`config.mk`:
```
export PLATFORM = sky130hd
export DESIGN_NAME = sprite_dma
export DESIGN_NICKNAME = d
export VERILOG_FILES = /design/src/rtl/sprite_dma_pkg.sv /design/src/rtl/sprite_dma_trig.sv /design/src/rtl/sprite_dma_seq.sv /design/src/rtl/sprite_dma_agen.sv /design/src/rtl/sprite_dma.sv
export SDC_FILE = /design/constraint.sdc
export NUM_CORES = 1
export LEC_CHECK = 0
export ABC_AREA = 1
export CORE_ASPECT_RATIO = 0.5
export CORE_MARGIN = 3
export CORE_UTILIZATION = 41
export CTS_CLUSTER_DIAMETER = 80
export CTS_CLUSTER_SIZE = 10
export DETAILED_ROUTE_END_ITERATION = 10
export PLACE_DENSITY_LB_ADDON = 0.1
export SLEW_MARGIN = 20
export SYNTH_ARGS = -nofsm -noshare
export SYNTH_HDL_FRONTEND = slang
export SYNTH_HIERARCHICAL = 1
export SYNTH_SLANG_ARGS = --single-unit
```
`constraint.sdc`:
```
create_clock -name clk_i -period 2.1 [get_ports clk_i]
set_clock_uncertainty 0.1 [all_clocks]
set_input_delay 0.525 -clock clk_i [delete_from_list [all_inputs] [get_ports clk_i]]
set_output_delay 0.525 -clock clk_i [all_outputs]
set_load 0.005 [all_outputs]
```
`src/rtl/sprite_dma_pkg.sv`:
```
package sprite_dma_pkg;
  typedef enum logic [1:0] {
    PH_IDLE = 2'd0,
    PH_RD   = 2'd1,
    PH_WR   = 2'd2
  } phase_e;
endpackage

```
`src/rtl/sprite_dma_trig.sv`:
```
module sprite_dma_trig #(
  parameter int unsigned     AW        = 16,
  parameter int unsigned     DW        = 8,
  parameter logic [AW-1:0]   TRIG_ADDR = 16'hFF46
) (
  input  logic          clk_i,
  input  logic          rst_ni,
  input  logic          we_i,
  input  logic [AW-1:0] addr_i,
  input  logic [DW-1:0] wdata_i,
  output logic          start_o,
  output logic [DW-1:0] page_o
);
  logic [DW-1:0] page_q;

  assign start_o = we_i && (addr_i == TRIG_ADDR);
  assign page_o  = page_q;

  always_ff @(posedge clk_i or negedge rst_ni) begin
    if (!rst_ni)      page_q <= '0;
    else if (start_o) page_q <= wdata_i;
  end
endmodule

```
`src/rtl/sprite_dma_seq.sv`:
```
module sprite_dma_seq
  import sprite_dma_pkg::*;
#(
  parameter int unsigned LEN = 160,
  localparam int unsigned CW = (LEN > 1) ? $clog2(LEN) : 1
) (
  input  logic          clk_i,
  input  logic          rst_ni,
  input  logic          start_i,
  output phase_e        phase_o,
  output logic [CW-1:0] idx_o,
  output logic          done_o
);
  localparam logic [CW-1:0] LAST = CW'(LEN - 1);

  phase_e        phase_q;
  logic [CW-1:0] idx_q;
  logic          done_q;

  always_ff @(posedge clk_i or negedge rst_ni) begin
    if (!rst_ni) begin
      phase_q <= PH_IDLE;
      idx_q   <= '0;
      done_q  <= 1'b0;
    end else begin
      done_q <= 1'b0;
      if (start_i) begin
        // restart wins over any step in flight
        phase_q <= PH_RD;
        idx_q   <= '0;
      end else begin
        unique case (phase_q)
          PH_RD: phase_q <= PH_WR;
          PH_WR: begin
            if (idx_q == LAST) begin
              phase_q <= PH_IDLE;
              done_q  <= 1'b1;
            end else begin
              phase_q <= PH_RD;
              idx_q   <= idx_q + 1'b1;
            end
          end
          default: phase_q <= PH_IDLE;
        endcase
      end
    end
  end

  assign phase_o = phase_q;
  assign idx_o   = idx_q;
  assign done_o  = done_q;
endmodule

```
`src/rtl/sprite_dma_agen.sv`:
```
module sprite_dma_agen
  import sprite_dma_pkg::*;
#(
  parameter int unsigned   AW       = 16,
  parameter int unsigned   DW       = 8,
  parameter int unsigned   CW       = 8,
  parameter logic [AW-1:0] DST_BASE = 16'hFE00
) (
  input  phase_e        phase_i,
  input  logic [DW-1:0] page_i,
  input  logic [CW-1:0] idx_i,
  output logic          re_o,
  output logic          we_o,
  output logic [AW-1:0] addr_o
);
  localparam int unsigned LOW_W = AW - DW;

  logic [AW-1:0] src_base;
  logic [AW-1:0] src_addr;
  logic [AW-1:0] dst_addr;

  assign src_base = {page_i, {LOW_W{1'b0}}};
  assign src_addr = src_base + AW'(idx_i);
  assign dst_addr = DST_BASE + AW'(idx_i);

  always_comb begin
    re_o   = 1'b0;
    we_o   = 1'b0;
    addr_o = '0;
    unique case (phase_i)
      PH_RD: begin re_o = 1'b1; addr_o = src_addr; end
      PH_WR: begin we_o = 1'b1; addr_o = dst_addr; end
      default: ;
    endcase
  end
endmodule

```
`src/rtl/sprite_dma.sv`:
```
module sprite_dma
  import sprite_dma_pkg::*;
#(
  parameter int unsigned   AW        = 16,
  parameter int unsigned   DW        = 8,
  parameter int unsigned   LEN       = 160,
  parameter logic [AW-1:0] TRIG_ADDR = 16'hFF46,
  parameter logic [AW-1:0] DST_BASE  = 16'hFE00
) (
  input  logic          clk_i,
  input  logic          rst_ni,
  input  logic          cfg_we_i,
  input  logic [AW-1:0] cfg_addr_i,
  input  logic [DW-1:0] cfg_wdata_i,
  output logic          mem_re_o,
  output logic          mem_we_o,
  output logic [AW-1:0] mem_addr_o,
  output logic [DW-1:0] mem_wdata_o,
  input  logic [DW-1:0] mem_rdata_i,
  output logic          busy_o,
  output logic          stall_o,
  output logic          done_o
);
  localparam int unsigned CW = (LEN > 1) ? $clog2(LEN) : 1;

  logic          start;
  logic [DW-1:0] page;
  phase_e        phase;
  logic [CW-1:0] idx;

  sprite_dma_trig #(.AW(AW), .DW(DW), .TRIG_ADDR(TRIG_ADDR)) u_trig (
    .clk_i   (clk_i),
    .rst_ni  (rst_ni),
    .we_i    (cfg_we_i),
    .addr_i  (cfg_addr_i),
    .wdata_i (cfg_wdata_i),
    .start_o (start),
    .page_o  (page)
  );

  sprite_dma_seq #(.LEN(LEN)) u_seq (
    .clk_i   (clk_i),
    .rst_ni  (rst_ni),
    .start_i (start),
    .phase_o (phase),
    .idx_o   (idx),
    .done_o  (done_o)
  );

  sprite_dma_agen #(.AW(AW), .DW(DW), .CW(CW), .DST_BASE(DST_BASE)) u_agen (
    .phase_i (phase),
    .page_i  (page),
    .idx_i   (idx),
    .re_o    (mem_re_o),
    .we_o    (mem_we_o),
    .addr_o  (mem_addr_o)
  );

  // read data returns in the write cycle; forward it straight through
  assign mem_wdata_o = mem_we_o ? mem_rdata_i : '0;
  assign busy_o      = (phase != PH_IDLE);
  assign stall_o     = busy_o;
endmodule

```
# After elaboration in Yosys (flattened, before gate mapping)
# Index checks and enable logic that the tools add are counted.
dict set report totals {
  regBits 19
  inputBits 35
}
dict set report op_classes {
  n_eq_ne 5
  n_reduce_logical 4
  mux 13
  add_sub_neg 3
}
# op count
set ops {}
lappend ops {{two-way mux 8 bit} 4}
lappend ops {{one-hot mux 16 bit (2 select lines)} 1}
lappend ops {{adder 16 x 8 -> 16 bit} 1}
lappend ops {{equality test 16 bit (second input constant)} 1}
lappend ops {{adder 10 x 9 -> 11 bit (first input constant)} 1}
lappend ops {{adder 8 x 1 -> 8 bit (second input constant)} 1}
lappend ops {{equality test 8 bit (second input constant)} 1}
lappend ops {{two-way mux 1 bit} 6}
lappend ops {{one-hot mux 2 bit (2 select lines)} 1}
lappend ops {{nonzero test 2 bit} 2}
lappend ops {{equality test 2 x 1 -> 1 bit (second input constant)} 1}
lappend ops {{equality test 2 bit (second input constant)} 1}
lappend ops {{two-way mux 2 bit} 1}
lappend ops {{inequality test 2 bit (second input constant)} 1}
lappend ops {{AND reduction 2 bit} 1}
lappend ops {{logical AND 1 bit} 1}

# Logic depth before layout (Yosys ltp)
# Gate-level depths: netlist of run 1.
dict set report logic_depth {
  word_depth 4
  depth_mapped 13
  ltp_nobuf 13
}

# Cells and area by module
# Netlist of run 1, hierarchy kept.
# module seq_area_each_um2 instances cells_per_inst area_each_um2
set by_module_without_submodules {}
lappend by_module_without_submodules {sprite_dma_seq 275.3 1 77 579.3}
lappend by_module_without_submodules {sprite_dma_trig 200.2 1 60 475.5}
lappend by_module_without_submodules {sprite_dma_agen 0.0 1 50 261.5}
lappend by_module_without_submodules {sprite_dma 0.0 1 21 83.8}

# Least setup slack after synthesis of run 1
# OpenSTA, ideal clock, no wires.
dict set report synth_timing {
  kind {input -> register}
  from {in cfg_addr_i[9]}
  to {reg u_seq.idx_q[4], in the netlist u_seq/idx_o[4]}
  slack_ns 0.242
  setup_time_ns 0.118
  stages 12
  path_buffers 1
  arrival_time_ns 1.640
  required_ns 1.882
  cell_sequence {nand2_1 nor2_2 nand3_2 nor2_1 inv_1 nand2_1 nor2_1 nand2_2 nand2_2 buf_6 o21bai_1 inv_1}
}
dict set report synth_between {
  elab_chain_cells 4
}
# element line
set synth_rtl {}
lappend synth_rtl {{from (decl)} sprite_dma.sv:13} ;# input logic [AW-1:0] cfg_addr_i,
lappend synth_rtl {{equality test 16 bit *} sprite_dma_trig.sv:16} ;# assign start_o = we_i && (addr_i == TRIG_ADDR);
lappend synth_rtl {{logical AND 1 bit *} sprite_dma_trig.sv:16}
lappend synth_rtl {{net start} sprite_dma.sv:26} ;# logic start;
lappend synth_rtl {{inequality test 2 bit (no line) or nonzero test 2 bit (tied branches)} n/a}
lappend synth_rtl {{AND reduction 2 bit (no line)} n/a}
lappend synth_rtl {{to (signal assigned)} sprite_dma_seq.sv:40} ;# idx_q <= idx_q + 1'b1;
lappend synth_rtl {{to (decl)} sprite_dma_seq.sv:17} ;# logic [CW-1:0] idx_q;
# The timed path passes the listed nets; every way through them passes the cells marked *.
# A chain may end at the register's enable or synchronous reset.

# Worst setup path after layout of run 1
dict set report layout_timing {
  from {reg u_seq.phase_q[1], in the netlist u_seq/phase_o[1]}
  to {out mem_addr_o[6]}
}
dict set report layout_between {
  elab_chain_cells 2
}
# element line
set layout_rtl {}
lappend layout_rtl {{from (decl)} sprite_dma_seq.sv:16} ;# phase_e phase_q;
lappend layout_rtl {{from (signal assigned)} sprite_dma_seq.sv:22} ;# phase_q <= PH_IDLE;
lappend layout_rtl {{from (signal assigned)} sprite_dma_seq.sv:29} ;# phase_q <= PH_RD;
lappend layout_rtl {{from (signal assigned)} sprite_dma_seq.sv:33} ;# PH_RD: phase_q <= PH_WR;
lappend layout_rtl {{equality test 2 bit or equality test 2 x 1 -> 1 bit (tied branches)} sprite_dma_agen.sv:30} ;# unique case (phase_i)
lappend layout_rtl {{one-hot mux 16 bit (2 select lines) *} sprite_dma_agen.sv:30}
lappend layout_rtl {{to (decl)} sprite_dma.sv:17} ;# output logic [AW-1:0] mem_addr_o,
# Every way passes the cells marked *; elsewhere a longest branch is shown, timed or not.

==> impl_metrics.toml, run 1 <==
[timing]
slew-limit-headroom = 0.832
worst_hold_slack_ns = 0.454
setup_violations = 1
report.final.slew_viol_count = 0
min_period_over_period = 1.00
period_needed_ns = 2.10
grt_setup_unrepaired = "yes"
tightest_slew_ns = 0.252
setup_tns_ns = -0.00232
fmax_mhz = 476
hold_violations = 0
setup_slack_ns = -0.00232

[placed_design]
placed_area_mm2 = 0.00218
placed_cells = 323
dp_hpwl_mm = 3.05
pre_cts_ws_ns = -0.243
routabilityCongestion = 0.831
portBuffers = 63

[min_path]
worstHoldPathType = "register to register"
min_to = "u_seq/idx_o[0]$_DFFE_PN0P_"
hold_depth = 1
min_from = "u_seq/idx_o[0]$_DFFE_PN0P_"

[floorplanning]
ios = 64
die_w_um = 88.6
start_util = 0.447
rows = 14
die_h_um = 47.3
core_mm2 = 0.00314
fp.dieArea_mm2 = 0.00419

[final_layout]
finalNonFillerCells = 331
syn2layout_area_growth_pct = 59.2
layout-drive-gt1-share = 0.268
final_util = 0.711
fin_area_mm2 = 0.00223
nets = 332
antennaDiodeCount = 0

[synthesis]
syn-mean-instance-area_um2 = 6.73
ys_warn_count = 6
synthSimpleGateAreaFrac = 0.349
synth_xor_area_frac = 0
synth_top_family_by_area = "simple AND/OR/NAND/NOR gates"
synth_cell_type_count = 22
synth_compound_area_frac = 0.139
synthAdderAreaFrac = 0.0447
syn-num-nets = 248
ys_seq_area_frac = 0.340
syn_area_mm2 = 0.00140
syn_inst = 208
synth-seq-cells = 19
muxShareOfSynthArea = 0

[clock_network]
clkLatencyLatePin_ns = 0.26
clk_pin_slew_ns = 0.07
h-tree-depth = 1
numCtsBuffers = 3
clock_sinks = 19
cts-root-buf = "clkbuf_8"
clockBufferDepth = 2
cts_tree = "built"
cts_hold_buf = 0

[setup_path]
arrival_ns = 1.48
r2r_setup_slack_ns = 0.51
r2r-end = "u_seq/idx_o[7]$_DFFE_PN0P_"
cp_max_fo = 7
endpoint_kind = "primary output"
start_kind = "register"
regToRegStartpoint = "u_seq/phase_o[0]$_DFF_PN0_"
path_class = "register to primary output"
worstPathRequired_ns = 1.47
reg2reg_depth = 8

[grt]
antenna_found_initial = 0
grt_pass1_wl_mm = 5.77
overflow = 0
grt_max_degree = 20
track_usage = 0.186
grt_pass1_vias = 1399

[power]
totalPowerFinal_mw = 0.713
leakagePower_nw = 1.10
ir_drop_v = 0.000197
pwr_density_cell_mw_per_mm2 = 320

[route]
drtIter0Drc = 43
first_pass_iters = 4
drc = 0
routedWlPerCell_um = 11.9
routed_via_density = 4.86
wl_mm = 3.94
antenna_left = 0
vias = 1610

[run]
maxCapViolations = 0

[status]
violations = "setup timing"
status = "finished with violations"
-- state kept, by name, indices dropped and copies added (netlist names) --
name / flops
u_seq/done_o: 1
u_seq/idx_o: 8
u_seq/phase_o: 2
u_trig/page_o: 8
-- synthesized netlist by cell type, drive strengths merged --
master | count | area [um^2]
nand2 | 75 | 287
or2 | 1 | 6.26
dfrtp | 19 | 475
nor3 | 2 | 10.0
ha | 5 | 62.6
a21oi | 16 | 87.6
clkbuf | 1 | 5.00
o21ai | 8 | 40.0
nand3 | 16 | 97.6
buf | 5 | 42.5
nor2 | 16 | 87.6
inv | 35 | 131
o21bai | 9 | 67.6
-- final cells by class --
cell class                 count  area (um^2)
inverter                      35          131
clock buffer                   4         45.0
tap                           40         50.0
fill                         270          906
timing repair buffer          85          714
sequential                    19          477
multi-input combinational    148          812
-- routing by layer --
layer  GRT usage  up-vias  share of wire
li1            -      808              -
met2       0.355       86           0.48
met1       0.188      713           0.38
met3      0.0858        3           0.13
met4      0.0542        0         0.0061
met5           0        -              0
-- kinds of logic (layout without fill, tap and decap cells) --
group                    count (synthesis)  in the layout
AO/OA/AOI/OAI                           33             33
adder cells (fa/ha/maj)                  5              5
buffers and inverters                   41            124
flip-flops                              19             19
AND/OR/NAND/NOR                        110            110
-- cell usage in the layout (no fill, tap or decap), drive strengths merged --
cell type / Yosys / layout
nand2: 75 / 75
buf: 5 / 38
clkdlybuf4s50: 0 / 35
inv: 35 / 35
dfrtp: 19 / 19
nand3: 16 / 16
a21oi: 16 / 16
nor2: 16 / 16
clkbuf: 1 / 12
o21bai: 9 / 9
o21ai: 8 / 8
ha: 5 / 5
dlygate4sd2: 0 / 4
nor3: 2 / 2
or2: 1 / 1
-- how the worst max path moves through the flow --
stage	slack, ns	startpoint	cells after the start	endpoint
4_1_cts	-0.06	u_seq/phase_o[0]$_DFF_PN0_	7	mem_addr_o[2]
3_5_place_dp	-0.24	cfg_addr_i[9]	14	u_seq/idx_o[5]$_DFFE_PN0P_
5_1_grt	-0.07	u_seq/phase_o[1]$_DFF_PN0_	5	mem_addr_o[15]
6_report	-0.002	u_seq/phase_o[1]$_DFF_PN0_	5	mem_addr_o[6]
3_3_place_gp	-0.15	cfg_addr_i[9]	14	u_seq/idx_o[5]$_DFFE_PN0P_
2_1_floorplan	0.24	cfg_addr_i[9]	12	u_seq/idx_o[4]$_DFFE_PN0P_
-- power by group --
part / switching, mW / leakage, nW / internal (mW)
Combinational: 0.0254 / 0.873 / 0.0612
Clock: 0.123 / 0.0228 / 0.135
Sequential: 0.00111 / 0.206 / 0.367
-- critical path, stage by stage (launching register included) --
cell and delay, ns:
dfrtp_2 0.45, buf_6 0.14, ha_4 0.25, buf_6 0.14
a21oi_1 0.10, buf_2 0.13
-- what timing repair did --
item,4_1_cts,5_1_grt
hold endpoints to repair,0,0
pin swaps,0,1
setup buffers,3,1
cloned,0,0
resized for setup,88,29
setup endpoints to repair,28,32
No activity file was read; power rests on OpenSTA's default activity.
==> inputs of run 2 (changes only) <==
Settings changed: CTS_CLUSTER_DIAMETER 80 to unset.
==> results of run 2 <==
The final DEF is identical to that of run 1; final timing and power are the same.
==> inputs of run 3 (changes only) <==
Settings changed: TNS_END_PERCENT set to 5.
==> impl_metrics.toml, run 3 (synthesis gave the netlist of run 1 again) <==
[setup_path]
cp_cell_sequence = "buf_6, ha_4, buf_6, a21oi_1, buf_2"
path_class = "register to primary output"
crit_path_frequent_cell = "buf_6"
crit_path_max_incr_delay_ns = 0.45
crit_buf_inv = 3
arrival_ns = 1.48
cp_max_fo = 7
endpoint_kind = "primary output"
crit_family = "flip-flops"
start_kind = "register"
worstPathRequired_ns = 1.47
worst_path_max_delay_cell = "dfrtp_2"

[placed_design]
placed_area_mm2 = 0.00218
routabilityCongestion = 0.831
placed_cells = 323
portBuffers = 63
pre_cts_ws_ns = -0.243
dp_hpwl_mm = 3.05

[clock_network]
numCtsBuffers = 3
clockBufferDepth = 2
clock_sinks = 19
clkLatencyLatePin_ns = 0.26
cts_tree = "built"
clk_pin_slew_ns = 0.07
cts-root-buf = "clkbuf_8"
h-tree-depth = 1
cts_hold_buf = 0

[floorplanning]
ios = 64
die_h_um = 47.3
rows = 14
start_util = 0.447
fp.dieArea_mm2 = 0.00419
die_w_um = 88.6
core_mm2 = 0.00314

[route]
routed_via_density = 4.86
wl_mm = 4.00
antenna_left = 0
vias = 1613
drc = 0
drtIter0Drc = 52
first_pass_iters = 4
routedWlPerCell_um = 12.0

[grt]
use_met3 = 0.0858
track_usage = 0.186
met2_usage = 0.355
grt_pass1_wl_mm = 5.78
grt_max_degree = 20
busiest_layer = "met2"
overflow = 0
grt_use_met1 = 0.189
antenna_found_initial = 0
grt_pass1_vias = 1400

[timing]
report.final.slew_viol_count = 0
hold_violations = 0
fmax_mhz = 475
grt_setup_unrepaired = "yes"
setup_slack_ns = -0.00682
setup_violations = 2
slew-limit-headroom = 0.837
tightest_slew_ns = 0.244
min_period_over_period = 1.00
setup_tns_ns = -0.00948
period_needed_ns = 2.11

[final_layout]
syn2layout_area_growth_pct = 61.2
fillers = 266
layout_common_cells = "nand2_1, clkdlybuf4s50_1, inv_1, dfrtp_1, buf_2"
antennaDiodeCount = 0
finalNonFillerCells = 332
ff_latch_area_um2 = 477
layout-drive-gt1-share = 0.274
multiInputGateArea_um2 = 815
nets = 333
fin_area_mm2 = 0.00226
final_common_cell = "nand2_1"

[power]
totalPowerFinal_mw = 0.715
leakagePower_nw = 1.11
ir_drop_v = 0.000198
pwr_density_cell_mw_per_mm2 = 317

[run]
maxCapViolations = 0

[status]
violations = "setup timing"
status = "finished with violations"

[min_path]
worstHoldPathType = "register to register"
## run 3: changes by cell type in the layout (fill, tap and decap cells not counted), sizes merged
cell / previous run / this run
clkbuf: 12 / 13
## run 3: final cells by class
class | count | area share
tap | 40 | 0.0222
inverter | 35 | 0.0582
sequential | 19 | 0.211
timing repair buffer | 86 | 0.328
multi-input combinational | 148 | 0.361
clock buffer | 4 | 0.0200
## run 3: worst paths after layout
check                           depth (start not counted)                  startpoint  slack (ns)                    endpoint
max in group asynchronous                               2                      rst_ni        1.19  u_seq/phase_o[1]$_DFF_PN0_
worst max register to register                          8  u_seq/phase_o[0]$_DFF_PN0_        0.51  u_seq/idx_o[7]$_DFFE_PN0P_
worst max-delay path                                    5  u_seq/phase_o[1]$_DFF_PN0_      -0.007               mem_addr_o[4]
worst min register to register                          1  u_seq/idx_o[0]$_DFFE_PN0P_        0.47  u_seq/idx_o[0]$_DFFE_PN0P_
min in group asynchronous                               2                      rst_ni        0.50  u_seq/idx_o[4]$_DFFE_PN0P_
worst min-delay path                                    1  u_seq/idx_o[0]$_DFFE_PN0P_        0.47  u_seq/idx_o[0]$_DFFE_PN0P_
## run 3: timing repair
action | 4_1_cts | 5_1_grt
resized for setup | 86 | 28
buffers inserted | 3 | 1
endpoints found under the setup margin | 28 | 33
cloned | 0 | 1
pin swaps | 0 | 2
## run 3: stage by stage
stage,util,hold WS [ns]
6_report,0.720,0.469
5_1_grt,0.720,0.529
3_5_place_dp,0.696,0.410
3_3_place_gp,0.696,0.401
2_1_floorplan,-,0.129
4_1_cts,0.707,0.425
## run 3: routing by layer
layer | up-vias | part of all wire | wire, um
met3 | 2 | 0.11 | 443
met1 | 730 | 0.40 | 1600
met2 | 73 | 0.49 | 1950
met5 | - | 0 | 0
li1 | 808 | - | -
met4 | 0 | 0.0018 | 7
## run 3: power by group
part,internal (mW),total (mW),switching [mW],leakage [nW]
registers,0.366,0.368,0.00109,0.206
clock network,0.135,0.261,0.126,0.0228
logic,0.0612,0.0865,0.0254,0.883
total,0.563,0.715,0.152,1.11
